<file path="config.mk">
export PLATFORM = sky130hd
export DESIGN_NAME = atp_csr_unit
export DESIGN_NICKNAME = d
export VERILOG_FILES = /design/src/rtl/atp_pkg.sv /design/src/rtl/atp_layout.sv /design/src/rtl/atp_legalize.sv /design/src/rtl/atp_bank.sv /design/src/rtl/atp_csr_unit.sv
export SDC_FILE = /design/constraint.sdc
export NUM_CORES = 1
export LEC_CHECK = 0
export ABC_CLOCK_PERIOD_IN_PS = 2900
export BUFFER_PORTS_ARGS = -buffer_cell sky130_fd_sc_hd__clkbuf_2
export CORE_UTILIZATION = 50
export DETAILED_ROUTE_END_ITERATION = 12
export GPL_ROUTABILITY_DRIVEN = 0
export PLACE_DENSITY = 0.72
export REMOVE_ABC_BUFFERS = 1
export SLEW_MARGIN = 15
export SYNTH_ARGS = -nofsm -noshare
export SYNTH_HDL_FRONTEND = slang
export SYNTH_HIERARCHICAL = 1
export SYNTH_SLANG_ARGS = --single-unit
export TNS_END_PERCENT = 5
</file>
<file path="constraint.sdc">
create_clock -name clk -period 2.9 [get_ports clk]
set_input_delay 0.145 -clock clk [delete_from_list [all_inputs] [get_ports clk]]
set_output_delay 0.145 -clock clk [all_outputs]
set_load 0.1 [all_outputs]
</file>
<file path="src/rtl/atp_pkg.sv">
package atp_pkg;
  localparam int XLEN  = 64;
  localparam int NREGS = 3;
  localparam int SELW  = 2;

  typedef logic [XLEN-1:0] atp_word_t;

  typedef enum logic [SELW-1:0] {
    SEL_SUP   = 2'd0,
    SEL_VSUP  = 2'd1,
    SEL_GUEST = 2'd2,
    SEL_NONE  = 2'd3
  } atp_sel_e;

  // Field masks of the two layouts: every bit of the 32-bit layout lies in
  // 31:0, and the 64-bit layout covers the whole word.
  localparam atp_word_t FMASK32 = {32'h0, 32'hFFFF_FFFF};
  localparam atp_word_t FMASK64 = '1;
endpackage

</file>
<file path="src/rtl/atp_layout.sv">
module atp_layout
  import atp_pkg::*;
#(
  parameter logic [1:0]  MODES_RV32 = 2'b11,
  parameter logic [15:0] MODES_RV64 = 16'h0701
) (
  input  logic      rv32,
  input  atp_word_t wdata,
  output logic      mode_ok,
  output atp_word_t fmask
);
  logic [3:0] mode64;
  logic       mode32;

  assign mode64 = wdata[XLEN-1 -: 4];
  assign mode32 = wdata[31];

  always_comb begin
    if (rv32) begin
      mode_ok = MODES_RV32[mode32];
      fmask   = FMASK32;
    end else begin
      mode_ok = MODES_RV64[mode64];
      fmask   = FMASK64;
    end
  end
endmodule

</file>
<file path="src/rtl/atp_legalize.sv">
module atp_legalize
  import atp_pkg::*;
(
  input  logic      we,
  input  logic      target_ok,
  input  logic      mode_ok,
  input  atp_word_t fmask,
  input  atp_word_t old_val,
  input  atp_word_t wdata,
  output logic      commit,
  output atp_word_t new_val
);
  logic changed;

  assign changed = |((wdata ^ old_val) & fmask);
  assign commit  = we && target_ok && mode_ok && changed;
  assign new_val = wdata & fmask;
endmodule

</file>
<file path="src/rtl/atp_bank.sv">
module atp_bank
  import atp_pkg::*;
#(
  parameter int N = NREGS
) (
  input  logic                  clk,
  input  logic                  rst,
  input  logic [N-1:0]          wr_vec,
  input  atp_word_t             wval,
  output logic [N-1:0][XLEN-1:0] regs
);
  for (genvar g = 0; g < N; g++) begin : g_reg
    always_ff @(posedge clk) begin
      if (rst)            regs[g] <= '0;
      else if (wr_vec[g]) regs[g] <= wval;
    end
  end
endmodule

</file>
<file path="src/rtl/atp_csr_unit.sv">
module atp_csr_unit
  import atp_pkg::*;
#(
  parameter logic [1:0]  MODES_RV32 = 2'b11,
  parameter logic [15:0] MODES_RV64 = 16'h0701
) (
  input  logic        clk,
  input  logic        rst,
  input  logic        csr_we,
  input  logic [1:0]  csr_sel,
  input  logic [63:0] csr_wdata,
  input  logic        rv32,
  input  logic        mmu_present,
  output logic [63:0] csr_rdata,
  output logic        tlb_flush
);
  logic [NREGS-1:0][XLEN-1:0] regs_w;
  logic [NREGS-1:0]           wr_vec;
  atp_word_t old_val, new_val, fmask;
  logic      mode_ok, target_ok, commit;

  always_comb begin
    case (csr_sel)
      SEL_SUP:   old_val = regs_w[0];
      SEL_VSUP:  old_val = regs_w[1];
      SEL_GUEST: old_val = regs_w[2];
      default:   old_val = '0;
    endcase
  end

  assign csr_rdata = old_val;
  assign target_ok = (csr_sel != SEL_NONE) && !((csr_sel == SEL_SUP) && !mmu_present);

  atp_layout #(.MODES_RV32(MODES_RV32), .MODES_RV64(MODES_RV64)) u_layout (
    .rv32    (rv32),
    .wdata   (csr_wdata),
    .mode_ok (mode_ok),
    .fmask   (fmask)
  );

  atp_legalize u_legal (
    .we        (csr_we),
    .target_ok (target_ok),
    .mode_ok   (mode_ok),
    .fmask     (fmask),
    .old_val   (old_val),
    .wdata     (csr_wdata),
    .commit    (commit),
    .new_val   (new_val)
  );

  for (genvar g = 0; g < NREGS; g++) begin : g_wr
    assign wr_vec[g] = commit && (csr_sel == SELW'(g));
  end

  atp_bank #(.N(NREGS)) u_bank (
    .clk    (clk),
    .rst    (rst),
    .wr_vec (wr_vec),
    .wval   (new_val),
    .regs   (regs_w)
  );

  always_ff @(posedge clk) begin
    if (rst) tlb_flush <= 1'b0;
    else     tlb_flush <= commit;
  end
endmodule

</file>
==> flow_summary_export.csv <==
group,metric,value,unit
status,status,"finished clean",
drt,first_iter_violations,353,
pwr,vdd_drop_max,0.000432,V
timing,hold_ws,0.113,ns
critical_path,cp.required,3.20,ns
synthesis,syn_avg_cell_area,9.95,sq um
global_routing,grt_max_degree,83,
cells_and_area,syn2layout_area_growth,25.3,%
clock_tree,clock-root-buffer,"clkbuf_16",
critical_path,crit_buf_inv,1,
die,initial_core_util,51.6,%
synthesis,synth.area.top_cells,"dfxtp_1, mux2i_1, nor2_1, o2bb2ai_1, xor2_1",
worst_hold_path,min_path_cells,2,
clock_tree,cts_tree,"yes",
pwr,powerDensity,464,mW/mm^2
drt,via_count,7403,
global_routing,grt.total_usage,22.3,%
drt,vias_per_cell,5.13,
synthesis,netlist.area_leader.share,38.1,%
clock_tree,insertion_delay,0.43,ns
drt,totalWireLength,22.8,mm
synthesis,yosysTopAreaCell,"dfxtp_1",
die,io_pins,136,
critical_path,crit_path_max_fanout,27,
global_routing,grt_pass1_vias,7163,
critical_path,startpoint_type,"register",
critical_path,rrSetupSlack,0.24,ns
cells_and_area,layout-drive-gt1-share,22.5,%
critical_path,r2r_start,"u_bank/regs[75]",
drt,drc,0,
timing,max_freq,376,MHz
synthesis,ys_seq_elements,193,
timing,worst_slew_pin_slew,0.538,ns
timing,drv_slew,0,
die,die_w,144,microns
worst_hold_path,worstHoldEndpoint,"u_bank/regs[119]",
timing,hold_violations,0,
synthesis,yosysSeqAreaShare,38.1,%
drt,ant_nets,0,
critical_path,rr_endpoint,"u_bank/regs[3]",
clock_tree,htreeDepth,4,
die,core-area,0.0197,sq mm
clock_tree,numClockSinks,193,
worst_hold_path,hp-class,"input pin to register",
critical_path,r2r_cells,11,
critical_path,cp_top_family,"simple AND/OR/NAND/NOR gates",
cells_and_area,nets,1236,
clock_tree,clk_pin_slew,0.07,ns
pwr,leakage,5.04,nW
clock_tree,numCtsBuffers,17,
critical_path,end_kind,"register",
critical_path,crit_top_cell,"mux2i_1",
die,die_y,144,microns
synthesis,synth.yosys.warnings,6,
clock_tree,cts_buffer_depth,2,
place,dp_hpwl,15.6,mm
timing,finClkSkew,0.00716,ns
timing,finalSetupViolCount,0,
critical_path,crit_arrival,2.96,ns
drt,wire_per_inst,15.8,microns
critical_path,worstPathCellList,"mux2i_1 > o2bb2ai_1 > xor2_1 > a22oi_1 > nand4_1 > nor4_2 > a21oi_2 > nor3b_4 > buf_12 > mux2i_1 > nor2_1",
synthesis,syn-cell-area,0.0101,sq mm
timing,fin_crit,2.66,ns
timing,tns,0,ns
timing,slew_headroom,64.1,%
global_routing,overflow,0,
synthesis,netlist-cell-type-count,28,
cells_and_area,diodes,0,
timing,min_period_over_period,91.6,%
worst_hold_path,min_from,"rst",
critical_path,slowest_delay,0.36,ns
clock_tree,ctsHoldBuffers,0,
die,die-area,0.0208,sq mm
cells_and_area,utilization,64.6,%
global_routing,antenna_found_initial,0,
drt,drt_pre_antenna_iters,5,
timing,rsz0062_at_grt,"false",
clock_tree,cts_setup_buffers,0,
flow_run,max_cap_viol_count,0,
die,fp-row-count,51,
synthesis,postSynthCellCount,1018,
place,portBuffers,135,
global_routing,grt_pass1_wl,36.2,mm
critical_path,crit_type,"register to register",
critical_path,crit_slowest_cell,"nor4_2",
[state kept, by name, indices dropped and copies added (netlist names)]
name	cells
u_bank/regs	192
tlb_flush	1
[area by class of cell]
type                            count  area (sq um)
Clock inverter                     13           181
Sequential cell                   193          3860
Fill cell                        1579          6960
Multi-Input combinational cell    726          5340
Timing Repair Buffer              225          2520
Tap cell                          265           332
Inverter                            2          7.51
Clock buffer                       19           453
[how the worst max path moves through the flow]
stage	start	to	slack, ns	depth (start not counted)
after CTS	u_bank/regs[75]	u_bank/regs[3]	0.06	11
final	u_bank/regs[75]	u_bank/regs[3]	0.24	11
after global placement	csr_sel[0]	u_bank/regs[46]	-0.12	13
after floorplan	csr_sel[1]	u_bank/regs[0]	-7.55	10
after global routing	u_bank/regs[3]	u_bank/regs[3]	0.03	11
after detailed placement	csr_sel[0]	u_bank/regs[31]	-0.19	13
[Yosys cell counts]
library cell    n
nand3_1         1
and3b_1         1
nor4_1          2
inv_1           2
nand4_1         8
and2_1         64
buf_8          18
nor3b_1         1
dfxtp_1       193
o2bb2ai_1      64
and2_2          1
a311o_1         1
a21oi_1         2
buf_4          69
nor2_1        192
conb_1          1
buf_6           9
a22oi_1        32
nor2b_1         1
buf_1           1
buf_12          2
buf_2          24
nor2b_2         1
clkbuf_1        5
nand2_1         1
nor3_1          2
xor2_1         64
mux2i_1       256
[routing by layer]
| layer | part of all wire [%] | GRT usage (%) | wire length (microns) | vias up |
|---|---|---|---|---|
| met2 | 47 | 36.7 | 10700 | 155 |
| met5 | 0 | 0 | 0 | - |
| li1 | - | - | - | 3715 |
| met4 | 1.3 | 6.87 | 302 | 0 |
| met1 | 48 | 29.8 | 10900 | 3514 |
| met3 | 3.9 | 3.61 | 891 | 19 |
[power by group]
| group | internal, W | leakage, nW | switching, W |
|---|---|---|---|
| Clock | 0.00149 | 0.310 | 0.00100 |
| Sequential | 0.00268 | 1.56 | 0.0000171 |
| Combinational | 0.000277 | 3.17 | 0.000416 |
[metrics by stage]
stage	instances	power (W)	area, sq um	setup slack (ns)
global route	1443	0.00610	12700	0.0309
detailed placement	1411	0.00345	12000	-0.185
floorplan	921	0.00313	9180	-7.55
finish	1443	0.00589	12700	0.244
global placement	1411	0.00344	12000	-0.120
CTS	1443	0.00592	12700	0.0625
[layout by cell type (no fill, tap or decap), drive strengths merged, types with 4 or more instances in the layout]
cell | netlist | layout
a22oi | 32 | 32
and2 | 65 | 65
buf | 123 | 156
bufinv | 0 | 4
clkbuf | 5 | 88
clkinv | 0 | 5
conb | 1 | 32
dfxtp | 193 | 193
inv | 2 | 4
mux2i | 256 | 256
nand4 | 8 | 8
nor2 | 192 | 192
o2bb2ai | 64 | 64
xor2 | 64 | 64
[what timing repair did]
action / in CTS / in global routing
hold endpoints to repair: 0 / 0
resized for setup: 0 / 3
setup endpoints to repair: 0 / 49
[cells by family after synthesis]
group                     count (synthesis)  share of synthesized area, %
DFF                                     193                          38.1
muxes                                   256                          25.3
and+or+nand+nor                         275                          12.2
buffers and inverters                   130                          10.7
xor gates and xnor gates                 64                          5.53
AOI/OAI and AO/OA                        99                          8.10
other                                     1                        0.0370
(Power assumes the default switching activity.)
